==> src/rtl/phase_fire_pkg.sv <==
package phase_fire_pkg;
   localparam int NSTG = 3;

   typedef enum logic [1:0] {
      SEL_MASTER = 2'd0,
      SEL_PH1    = 2'd1,
      SEL_PH2    = 2'd2,
      SEL_NONE   = 2'd3
   } stage_sel_e;

   // value of zero behaves as one tick
   function automatic logic [31:0] floor_one(input logic [31:0] v);
      return (v == 32'd0) ? 32'd1 : v;
   endfunction
endpackage

==> src/rtl/fire_stage.sv <==
module fire_stage #(
   parameter int CNT_W = 12
) (
   input  logic             clk,
   input  logic             rst_n,
   input  logic             tick_i,
   input  logic             start_i,
   input  logic [CNT_W-1:0] load_i,
   output logic             busy_o,
   output logic             fin_o
);
   logic [CNT_W-1:0] cnt_q;
   logic             busy_q;

   always_ff @(posedge clk or negedge rst_n) begin
      if (!rst_n) begin
         busy_q <= 1'b0;
         cnt_q  <= '0;
      end else if (!busy_q) begin
         cnt_q <= load_i;
         if (start_i) busy_q <= 1'b1;
      end else if (tick_i) begin
         if (cnt_q == CNT_W'(1)) busy_q <= 1'b0;
         else                    cnt_q  <= cnt_q - CNT_W'(1);
      end
   end

   assign busy_o = busy_q;
   assign fin_o  = busy_q & tick_i & (cnt_q == CNT_W'(1));
endmodule

==> src/rtl/fire_shaper.sv <==
module fire_shaper #(
   parameter int HALF = 4
) (
   input  logic clk,
   input  logic rst_n,
   input  logic tick_i,
   input  logic open_i,
   input  logic win_i,
   input  logic en_i,
   output logic gate_o
);
   localparam int PER   = 2 * HALF;
   localparam int SUB_W = $clog2(PER + 1);

   logic [SUB_W-1:0] sub_q;
   logic             later_q;

   always_ff @(posedge clk or negedge rst_n) begin
      if (!rst_n) begin
         sub_q   <= '0;
         later_q <= 1'b0;
      end else if (open_i) begin
         sub_q   <= '0;
         later_q <= 1'b0;
      end else if (win_i && tick_i) begin
         if (sub_q == SUB_W'(PER - 1)) begin
            sub_q   <= '0;
            later_q <= 1'b1;
         end else begin
            sub_q <= sub_q + SUB_W'(1);
         end
      end
   end

   assign gate_o = en_i & win_i & (!later_q | (sub_q < SUB_W'(HALF)));
endmodule

==> src/rtl/phase_fire_seq.sv <==
module phase_fire_seq #(
   parameter int CNT_W      = 12,
   parameter int RST_MASTER = 1,
   parameter int RST_PHASE  = 60,
   parameter int CAR_HALF   = 4
) (
   input  logic             clk,
   input  logic             rst_n,
   input  logic             tick_i,
   input  logic             trig_i,
   input  logic             glob_en_i,
   input  logic             wr_en_i,
   input  logic [1:0]       wr_sel_i,
   input  logic [CNT_W-1:0] wr_data_i,
   output logic [2:0]       stage_en_n_o,
   output logic [2:0]       done_o,
   output logic [2:0]       gate_o
);
   import phase_fire_pkg::*;

   if (CNT_W < 2)                   begin : g_bad_w   $error("CNT_W too small");       end
   if (CAR_HALF < 1)                begin : g_bad_h   $error("CAR_HALF must be >= 1"); end
   if (RST_PHASE >= (1 << CNT_W))   begin : g_bad_rp  $error("RST_PHASE too wide");    end
   if (RST_MASTER >= (1 << CNT_W))  begin : g_bad_rm  $error("RST_MASTER too wide");   end

   logic              trig_q;
   logic              accept;
   logic [NSTG-1:0]   busy, fin, start, win;
   logic              tail_win_q;
   logic [CNT_W-1:0]  stored_q [NSTG];

   always_ff @(posedge clk or negedge rst_n) begin
      if (!rst_n) trig_q <= 1'b0;
      else        trig_q <= trig_i;
   end

   assign accept = trig_i & ~trig_q & ~(|busy);

   for (genvar k = 0; k < NSTG; k++) begin : g_stage
      localparam int RV = (k == 0) ? RST_MASTER : RST_PHASE;
      logic [CNT_W-1:0] ld;

      always_ff @(posedge clk or negedge rst_n) begin
         if (!rst_n)
            stored_q[k] <= CNT_W'(RV);
         else if (wr_en_i && (wr_sel_i == 2'(k)))
            stored_q[k] <= wr_data_i;
      end

      assign ld = CNT_W'(floor_one(32'(stored_q[k])));

      if (k == 0) begin : g_first
         assign start[k] = accept;
      end else begin : g_next
         assign start[k] = fin[k-1];
      end

      fire_stage #(.CNT_W(CNT_W)) stage_i (
         .clk     (clk),
         .rst_n   (rst_n),
         .tick_i  (tick_i),
         .start_i (start[k]),
         .load_i  (ld),
         .busy_o  (busy[k]),
         .fin_o   (fin[k])
      );

      if (k < NSTG - 1) begin : g_win_mid
         assign win[k] = busy[k+1];
      end else begin : g_win_tail
         assign win[k] = tail_win_q;
      end

      fire_shaper #(.HALF(CAR_HALF)) shaper_i (
         .clk    (clk),
         .rst_n  (rst_n),
         .tick_i (tick_i),
         .open_i (fin[k]),
         .win_i  (win[k]),
         .en_i   (glob_en_i),
         .gate_o (gate_o[k])
      );
   end

   always_ff @(posedge clk or negedge rst_n) begin
      if (!rst_n) begin
         tail_win_q <= 1'b0;
         done_o     <= '0;
      end else begin
         done_o <= fin;
         if (accept)                 tail_win_q <= 1'b0;
         else if (fin[NSTG-1])       tail_win_q <= 1'b1;
      end
   end

   assign stage_en_n_o = ~busy;
endmodule

==> config.mk <==
export PLATFORM = sky130hd
export DESIGN_NAME = phase_fire_seq
export DESIGN_NICKNAME = d
export VERILOG_FILES = /design/src/rtl/phase_fire_pkg.sv /design/src/rtl/fire_stage.sv /design/src/rtl/fire_shaper.sv /design/src/rtl/phase_fire_seq.sv
export SDC_FILE = /design/constraint.sdc
export NUM_CORES = 1
export LEC_CHECK = 0
export CAP_MARGIN = 20
export CORE_UTILIZATION = 65
export CTS_BUF_LIST = sky130_fd_sc_hd__clkbuf_4
export CTS_CLUSTER_DIAMETER = 50
export DETAILED_ROUTE_END_ITERATION = 10
export DONT_BUFFER_PORTS = 1
export GPL_TIMING_DRIVEN = 0
export PLACE_DENSITY = 0.84
export REMOVE_ABC_BUFFERS = 1
export SLEW_MARGIN = 30
export SYNTH_ARGS = -nofsm -noshare
export SYNTH_HDL_FRONTEND = slang
export SYNTH_SLANG_ARGS = --single-unit
==> constraint.sdc <==
create_clock -name clk -period 3.15 [get_ports clk]
set_clock_uncertainty 0.1 [all_clocks]
set_input_delay 0.63 -clock clk [delete_from_list [all_inputs] [get_ports clk]]
set_output_delay 0.63 -clock clk [all_outputs]
set_load 0.01 [all_outputs]
==> reports/metrics.yaml <==
final_common_cell: "dfrtp_1"
p_total_mw: 3.03
grt_pass1_wl_mm: 15.9
grt_max_degree: 96
seqPwrFrac_pct: 56.9
ctsResizeCount: 0
fin_crit_ps: 2400
row_count: 30
syn_area_mm2: 0.00467
cts_buffers: 9
yosysSeqAreaShare_pct: 51.2
finalWorstSetupSlack_ps: 749
critPathArrivalTime_ps: 2680
drv_slew: 0
post-route-util_pct: 71.5
drive_gt1_share_pct: 17.5
viasPerCell: 6.50
layout_common_cells: "dfrtp_1, nor2_1, mux2_2"
grt_remaining_overflow: 0
worstPathRequired_ps: 3430
dp_hpwl_mm: 6.52
first_pass_iters: 5
final_cells: 537
outcome: "complete, no violations"
wl_mm: 9.39
period_share_pct: 76.2
ys_seq_elements: 95
clk_pin_slew_ps: 150
crit_fanout: 4
core_mm2: 0.00687
layout.nets: 465
io_pins: 29
p_sw_share_pct: 31.1
power-per-cell-area_mw_per_mm2: 617
async_flop_share_pct: 100
power_frac_clock_pct: 24.2
p_leak_nw: 2.00
die_h_um: 86.7
worst_slew_pin_slew_ps: 850
tns_ps: 0
vias: 3490
final-setup-viol-count: 0
synth_edf_count: 0
drc: 0
ys_warn_count: 0
maxCapViolCount: 0
grt_usage_pct: 27.9
drt_iter0_drc: 255
worstHoldPathType: "input port to register"
avgRoutedWirePerCell_um: 17.5
antenna_found_initial: 0
ys.flop_type: "dfrtp_1"
combPwrFrac_pct: 18.9
peakVddDrop_v: 0.000397
crit_path_end_kind: "register"
drtAntennaViolNets: 0
p_int_mw: 2.09
clk_path_buf_depth: 2
ctsRootBufferMaster: "clkbuf_4"
rsz0062_at_grt: "false"
cts_setup_buffers: 0
grt_pass1_vias: 3309
syn_inst: 444
area_growth_pct: 5.20
critPathKind: "register to register"
avgSynthCellArea_um2: 10.5
fmaxAchievable_mhz: 417
yosysUniqueCellTypes: 53
die_w_um: 86.7
io_buffers: 0
diodes: 0
hold_viol: 0
netSwitchingPower_mw: 0.942
pre_cts_ws_ps: 640
clock_latency_ps: 460
initial_utilization_pct: 68.0
cts_tree: "built"
gp_congestion: 0.878
fp.dieArea_mm2: 0.00752
cts_max_level: 3
clock_sinks: 95
start_kind: "register"
dp_cells: 519
relSlewSlack_pct: 42.8
## state kept, by name (all words and copies together), names as in the netlist
register	cells
g_stage.stage_i.cnt_q	36
stored_q	36
g_stage.shaper_i.sub_q	12
done_o	3
g_stage.shaper_i.later_q	3
g_stage.stage_i.busy_o	3
tail_win_q	1
trig_q	1
## final cells by class
| type | count | area, µm² |
|---|---|---|
| clock buffer | 10 | 75.1 |
| clock inverter | 6 | 85.1 |
| fill | 484 | 1960 |
| inverter | 10 | 37.5 |
| multi-input combinational | 317 | 2160 |
| sequential | 95 | 2390 |
| tap | 96 | 120 |
| timing repair buffer | 3 | 45.0 |
## cells by family after synthesis
logic type,after synthesis,synth area share [%]
mux,42,10.0
compound gates,93,12.5
flops,95,51.2
fa+ha+maj,9,2.41
buf+inv,32,2.84
simple gates,164,19.3
xor+xnor,9,1.69
## layer usage
layer  wire length [µm]  vias to the layer above  GRT usage, %
met5                  0                        -             0
met4                184                        0          9.85
met3                585                       21          6.48
met2               4380                      112          43.9
met1               4250                     1714          38.3
li1                   -                     1643             -
## worst paths after layout
path,start,endpoint,slack (ps),depth (start not counted)
worst max-delay path,g_stage[2].stage_i.cnt_q[1]$_DFFE_PN0P_,g_stage[2].stage_i.cnt_q[1]$_DFFE_PN0P_,750,6
worst min-delay path,trig_i,trig_q$_DFF_PN0_,80,0
worst max register to register,g_stage[2].stage_i.cnt_q[1]$_DFFE_PN0P_,g_stage[2].stage_i.cnt_q[1]$_DFFE_PN0P_,750,6
worst min register to register,g_stage[1].shaper_i.later_q$_DFFE_PN0P_,g_stage[1].shaper_i.later_q$_DFFE_PN0P_,420,2
max in group asynchronous,rst_n,stored_q[16]$_DFFE_PN1P_,1920,2
min in group asynchronous,rst_n,g_stage[2].shaper_i.sub_q[3]$_DFFE_PN0P_,640,2
## power groups by stage
| stage | registers, mW | logic, mW | clock network, mW |
|---|---|---|---|
| 2_1_floorplan | 1.66 | 0.450 | 0 |
| 3_3_place_gp | 1.72 | 0.510 | 0 |
| 3_5_place_dp | 1.74 | 0.534 | 0 |
| 4_1_cts | 1.71 | 0.570 | 0.746 |
| 5_1_grt | 1.76 | 0.644 | 0.796 |
| 6_report | 1.72 | 0.572 | 0.734 |
## worst max-delay path, stage by stage, from the launching register on
cell and delay [ps]:
dfrtp_1 400, inv_1 90, ha_1 190, or4b_2 660
o31ai_1 390, mux2_2 380, a21oi_1 130
## Yosys cell counts (all sizes together) (3+ instances only)
library cell,count,area share [%]
a211o,3,0.59
a21oi,24,2.6
a311oi,4,0.75
a31oi,26,3.5
and2,3,0.40
and3,4,0.54
and3b,4,0.75
buf,7,0.83
clkbuf,15,1.2
dfrtp,86,46
dfstp,9,5.1
ha,9,2.4
inv,10,0.80
mux2,38,9.2
mux2i,4,0.86
nand2,20,1.6
nand3,11,1.2
nand3b,3,0.48
nand4,3,0.40
nand4b,3,0.56
nor2,50,4.0
nor3,12,1.3
nor3b,3,0.48
nor4,12,1.7
nor4b,3,0.70
o21ai,18,1.9
o31ai,5,0.80
o41ai,3,0.56
or3,14,1.9
or4,11,1.8
xnor2,6,1.1
xor2,3,0.56
## timing repair
| action | 4_1_cts | 5_1_grt |
|---|---|---|
| endpoints found under the hold margin | 95 | 0 |
| hold buffers | 2 | 0 |
| endpoints found under the setup margin | 0 | 0 |
## through the flow
step	hold slack, ps	area, µm²
final	78.6	4910
after global routing	40.2	4910
after CTS	57.1	4900
after detailed placement	237	4710
after global placement	237	4690
after floorplan	234	4570
(Power assumes the default switching activity.)
